**src/rtl/jab_pkg.sv**
```systemverilog
package jab_pkg;
  typedef enum logic [0:0] {
    ST_RUN  = 1'b0,
    ST_LOCK = 1'b1
  } jab_state_e;
endpackage

```
**src/rtl/jab_rst_sync.sv**
```systemverilog
module jab_rst_sync #(
  parameter int STAGES = 2
) (
  input  logic clk,
  input  logic arst_n,
  output logic srst_n
);
  logic [STAGES-1:0] sync_q;

  always_ff @(posedge clk or negedge arst_n) begin
    if (!arst_n) sync_q <= '0;
    else         sync_q <= {sync_q[STAGES-2:0], 1'b1};
  end

  assign srst_n = sync_q[STAGES-1];
endmodule

```
**src/rtl/jab_interval_timer.sv**
```systemverilog
module jab_interval_timer #(
  parameter int LIMIT = 16
) (
  input  logic clk,
  input  logic rst_n,
  input  logic clr,
  input  logic cnt_en,
  output logic done
);
  localparam int CW = $clog2(LIMIT + 1);
  localparam logic [CW-1:0] LAST = CW'(LIMIT - 1);

  logic [CW-1:0] cnt_q, cnt_d;

  assign done = cnt_en && (cnt_q == LAST);

  always_comb begin
    cnt_d = cnt_q;
    if (clr)         cnt_d = '0;
    else if (cnt_en) cnt_d = done ? '0 : cnt_q + 1'b1;
  end

  always_ff @(posedge clk or negedge rst_n) begin
    if (!rst_n) cnt_q <= '0;
    else        cnt_q <= cnt_d;
  end

  // the count never passes its limit
  a_r3_cnt_bound: assert property (@(posedge clk) disable iff (!rst_n)
    cnt_q <= LAST);
  // a clear request empties the count on the next edge
  a_r7_clr_empties: assert property (@(posedge clk) disable iff (!rst_n)
    clr |=> (cnt_q == '0));
endmodule

```
**src/rtl/jab_ctrl.sv**
```systemverilog
module jab_ctrl
  import jab_pkg::*;
(
  input  logic clk,
  input  logic rst_n,
  input  logic tx_active,
  input  logic quiesce,
  input  logic jab_clr,
  input  logic jab_done,
  input  logic unjab_done,
  output logic jab_clr_cnt,
  output logic jab_cnt_en,
  output logic unjab_clr_cnt,
  output logic unjab_cnt_en,
  output logic tx_en,
  output logic col_req,
  output logic jab_status
);
  jab_state_e st_q, st_d;
  logic       sticky_q, sticky_d;
  logic       enter_lock;

  assign jab_cnt_en    = (st_q == ST_RUN) && tx_active && !quiesce;
  assign jab_clr_cnt   = quiesce || !tx_active || (st_q != ST_RUN);
  assign unjab_cnt_en  = (st_q == ST_LOCK) && !tx_active && !quiesce;
  assign unjab_clr_cnt = quiesce || tx_active || (st_q != ST_LOCK);

  assign enter_lock = (st_q == ST_RUN) && jab_done && !quiesce;

  always_comb begin
    st_d = st_q;
    if (quiesce) st_d = ST_RUN;
    else begin
      unique case (st_q)
        ST_RUN:  if (jab_done)   st_d = ST_LOCK;
        ST_LOCK: if (unjab_done) st_d = ST_RUN;
        default: st_d = ST_RUN;
      endcase
    end
  end

  always_comb begin
    sticky_d = sticky_q;
    if (jab_clr)    sticky_d = 1'b0;
    if (enter_lock) sticky_d = 1'b1;
  end

  always_ff @(posedge clk or negedge rst_n) begin
    if (!rst_n) begin
      st_q     <= ST_RUN;
      sticky_q <= 1'b0;
    end else begin
      st_q     <= st_d;
      sticky_q <= sticky_d;
    end
  end

  assign tx_en      = (st_q == ST_RUN);
  assign col_req    = (st_q == ST_LOCK);
  assign jab_status = sticky_q;

  // the status flag is set whenever the gate closes
  a_r4_flag_on_cut: assert property (@(posedge clk) disable iff (!rst_n)
    $fell(tx_en) |-> jab_status);
  // an active stream keeps the transmitter cut
  a_r5_stay_cut: assert property (@(posedge clk) disable iff (!rst_n)
    (!tx_en && tx_active && !quiesce) |=> !tx_en);
  // an idle sample while enabled never cuts
  a_r3_idle_safe: assert property (@(posedge clk) disable iff (!rst_n)
    (tx_en && !tx_active) |=> tx_en);
  // the flag holds without a clear
  a_r8_sticky_hold: assert property (@(posedge clk) disable iff (!rst_n)
    (jab_status && !jab_clr) |=> jab_status);
  // power-down or deselect restores normal operation
  a_r9_quiesce_run: assert property (@(posedge clk) disable iff (!rst_n)
    quiesce |=> (tx_en && !col_req));
  // reopening only follows a quiet input
  a_r6_reopen_quiet: assert property (@(posedge clk) disable iff (!rst_n)
    ($rose(tx_en) && !$past(quiesce)) |-> !$past(tx_active));
endmodule

```
**src/rtl/jab_watchdog.sv**
```systemverilog
module jab_watchdog #(
  parameter int JAB_CYCLES   = 6_250_000,
  parameter int UNJAB_CYCLES = 62_500_000
) (
  input  logic clk,
  input  logic rst_n,
  input  logic tx_active,
  input  logic pwr_down,
  input  logic port_sel,
  input  logic jab_clr,
  output logic tx_en,
  output logic col_req,
  output logic jab_status
);
  logic srst_n;
  logic quiesce;
  logic jab_done, unjab_done;
  logic jab_clr_cnt, jab_cnt_en, unjab_clr_cnt, unjab_cnt_en;

  assign quiesce = pwr_down || !port_sel;

  jab_rst_sync #(.STAGES(2)) u_rst (
    .clk    (clk),
    .arst_n (rst_n),
    .srst_n (srst_n)
  );

  jab_interval_timer #(.LIMIT(JAB_CYCLES)) u_jab_tmr (
    .clk    (clk),
    .rst_n  (srst_n),
    .clr    (jab_clr_cnt),
    .cnt_en (jab_cnt_en),
    .done   (jab_done)
  );

  jab_interval_timer #(.LIMIT(UNJAB_CYCLES)) u_unjab_tmr (
    .clk    (clk),
    .rst_n  (srst_n),
    .clr    (unjab_clr_cnt),
    .cnt_en (unjab_cnt_en),
    .done   (unjab_done)
  );

  jab_ctrl u_ctrl (
    .clk           (clk),
    .rst_n         (srst_n),
    .tx_active     (tx_active),
    .quiesce       (quiesce),
    .jab_clr       (jab_clr),
    .jab_done      (jab_done),
    .unjab_done    (unjab_done),
    .jab_clr_cnt   (jab_clr_cnt),
    .jab_cnt_en    (jab_cnt_en),
    .unjab_clr_cnt (unjab_clr_cnt),
    .unjab_cnt_en  (unjab_cnt_en),
    .tx_en         (tx_en),
    .col_req       (col_req),
    .jab_status    (jab_status)
  );
endmodule

```
**config.mk**
```make
export PLATFORM = sky130hd
export DESIGN_NAME = jab_watchdog
export DESIGN_NICKNAME = d
export VERILOG_FILES = /design/src/rtl/jab_pkg.sv /design/src/rtl/jab_rst_sync.sv /design/src/rtl/jab_interval_timer.sv /design/src/rtl/jab_ctrl.sv /design/src/rtl/jab_watchdog.sv
export SDC_FILE = /design/constraint.sdc
export NUM_CORES = 1
export LEC_CHECK = 0
export ABC_AREA = 1
export BUFFER_PORTS_ARGS = -buffer_cell sky130_fd_sc_hd__buf_4
export CORE_UTILIZATION = 55
export DETAILED_ROUTE_END_ITERATION = 10
export PLACE_DENSITY = 0.73
export SLEW_MARGIN = 20
export SYNTH_ARGS = -nofsm -noshare
export SYNTH_HDL_FRONTEND = slang
export SYNTH_SLANG_ARGS = --single-unit
```
**constraint.sdc**
```tcl
create_clock -name clk -period 1.45 [get_ports clk]
set_input_delay 0.2175 -clock clk [delete_from_list [all_inputs] [get_ports clk]]
set_output_delay 0.2175 -clock clk [all_outputs]
set_load 0.02 [all_outputs]
```
==> results_dict.tcl <==
set metrics [dict create \
    synth_fa_ha_area_frac 0.00816 \
    seq_area_sq_um 1330 \
    power.density_nw_per_um2 700 \
    grt_antenna_before_repair 0 \
    core_sq_um 5240 \
    syn_nets 441 \
    hpwl_mm 5.47 \
    ys_seq_area_frac 0.432 \
    fillers 463 \
    root_buffer "clkbuf_8" \
    critPathCaptureType "register" \
    postSynthAreaPerCell_sq_um 7.09 \
    first_global_vias 2668 \
    netlist.area_leader.share 0.432 \
    grt_pass1_wl_mm 12.5 \
    period_share 1.00 \
    synth_area_leaders "dfrtp_1, nand2_1, nor2_1, inv_1, nand3_1" \
    syn_to_final_growth_pct 22.4 \
    dieHeight_microns 76.7 \
    vdd_drop_max_mv 0.409 \
    ant_nets 0 \
    fmax_mhz 687 \
    finalWeightedCongestion 0.933 \
    num_antenna_cells 0 \
    multi_input_area_sq_um 1690 \
    cts_buffers 5 \
    slew_viol_final 0 \
    drtPass1Iterations 6 \
    slowest_stage "dfrtp_1" \
    clock-sinks 53 \
    maxCapViolCount 0 \
    yosysWarnings 0 \
    wl_mm 7.50 \
    synthMuxAreaShare 0 \
    rows 26 \
    ys_ff_latch 53 \
    layout.cells.non_filler 550 \
    layout_commonest_cell "nand2_1" \
    io_buffers 8 \
    rsz0062_at_grt "true" \
    max_stage_delay_ps 380 \
    start_kind "register" \
    clk_pin_slew_worst_paths_ps 100 \
    final_hold_viol_count 0 \
    cts_tree "yes" \
    syn-cell-area_sq_um 3070 \
    wl_per_cell_microns 13.6 \
    io_pins 9 \
    crit_arrival_ps 1670 \
    setup_slack_ps -6.23 \
    crit_type "register to register" \
    grt.total_usage 0.270 \
    syn_inst 433 \
    synth_ff_type "dfrtp_1" \
    yosysTopAreaCell "dfrtp_1" \
    hold_class "input pin to register" \
    violations "negative setup slack" \
    layout_common_cells "nand2_1, nor2_1, dfrtp_1, inv_1, buf_4" \
    min_period_ps 1460 \
    initial_utilization 0.586 \
    placed_cells 536 \
    cts_buffer_depth 2 \
    ctsHtreeMaxLevel 2 \
    yosys.area_share.simple 0.409 \
    layout.nets 487 \
    grt_max_degree 52 \
    worst_ep_required_time_ps 1670 \
    synthArstFlopShare 1.00 \
    drive_gt1_frac 0.219 \
    overflow 0 \
    synth_top_family_by_area "simple AND/OR/NAND/NOR gates" \
    post-place-ws_ps -98.8 \
    worst-path-max-fanout 8 \
    dieArea_sq_um 5880 \
    hold_depth 2 \
    initialDrtViolationCount 234 \
    cp_cell_sequence "ha_2, nand2_2, nor2_4, nand2_2, nor2_2, nand3_2, buf_6, nand4_1, inv_1" \
    startpoint "u_jab_tmr.cnt_q[0]" \
    vias_per_cell 5.27 \
    outcome "complete, but fails checks" \
    p_total_mw 2.63 \
    synthXorXnorAreaFrac 0.0485 \
    vias 2898 \
    synth-compound-area-share 0.0306 \
    hp-start "jab_clr" \
    r2r_start "u_jab_tmr.cnt_q[0]" \
    insertion_delay_ps 310 \
    setup_viol 2 \
    synth_cell_types 28 \
    dieWidth_microns 76.7 \
    finClkSkew_ps 4.79 \
    drcViolationCount 0 \
    p_leak_nw 1.51 \
    synth-edff-count 0 \
    crit_path_frequent_cell "nand2_2" \
    reg2reg_depth 9 \
]
-- flip-flops by register name, indices dropped and copies added (netlist names) --
signal and count:
u_unjab_tmr.cnt_q 26, u_jab_tmr.cnt_q 23, u_rst.sync_q 2, u_ctrl.col_req 1
u_ctrl.jab_status 1
-- layer usage --
layer | routed length, microns | GRT usage | up-vias
li1 | - | - | 1436
met1 | 3710 | 0.409 | 1372
met2 | 3310 | 0.398 | 80
met3 | 375 | 0.0310 | 10
met4 | 105 | 0.0942 | 0
met5 | 0 | 0 | -
-- synthesized netlist by cell type, drive strengths merged, types with 2 or more instances --
cell,count
nand2,112
xor2,11
nand4,6
o21ai,3
nor3,11
o21bai,2
nor3b,2
nor2,113
a21oi,10
nand3b,3
xnor2,6
dfrtp,53
nand3,40
inv,51
clkinv,2
ha,2
-- repair_timing --
item                                    in CTS  in global routing
setup buffers                                2                  2
endpoints found under the hold margin        2                  0
endpoints found under the setup margin      30                 42
gates cloned                                 1                  0
hold buffers                                 1                  0
gates resized for setup                     18                 31
pin swaps                                    8                  7
-- cell families after synthesis --
logic type	count (synthesis)
AND/OR/NAND/NOR	288
AO/OA/AOI/OAI	17
buffers and inverters	55
XOR/XNOR	17
other	1
flip-flops	53
adder cells (fa/ha/maj)	2
-- through the flow --
stage | hold slack, ps | cell area, sq um | util | setup TNS (ps)
final | 101 | 3750 | 0.717 | -7.30
after CTS | 109 | 3630 | 0.694 | -63.0
after floorplan | -78.1 | 3070 | - | 0
after global routing | 104 | 3750 | 0.717 | -1220
after detailed placement | 0.826 | 3420 | 0.652 | -1010
after global placement | 0.245 | 3420 | 0.652 | -142
-- layout make-up --
class	count	share of cell area
clock buffer	6	0.0220
clock inverter	2	0.0100
inverter	53	0.0540
multi-input combinational	326	0.451
sequential	53	0.355
tap	70	0.0233
timing repair buffer	40	0.0850
-- worst max-delay path: cells and delay by family, from the launching register on --
family | cells | cell delay, ps
and+or+nand+nor | 6 | 570
buffers and inverters | 2 | 210
adders and majority gates | 1 | 200
DFF | 1 | 380
-- report_power, final --
part	leakage [nW]	switching, mW	internal [mW]
registers	0.730	0.00264	1.48
logic	0.723	0.0505	0.0273
clock network	0.0574	0.506	0.562
total	1.51	0.559	2.07
-- path summary, 6_finish.rpt --
path                       slack [ps]                     to
min                               100      u_ctrl.jab_status
min reg2reg                       250    u_jab_tmr.cnt_q[18]
min in group asynchronous         200        u_rst.sync_q[1]
max                                -6     u_jab_tmr.cnt_q[9]
max in group asynchronous         940  u_unjab_tmr.cnt_q[16]
max reg2reg                        -6     u_jab_tmr.cnt_q[9]
Note: power is estimated with default switching activity, not from simulation.
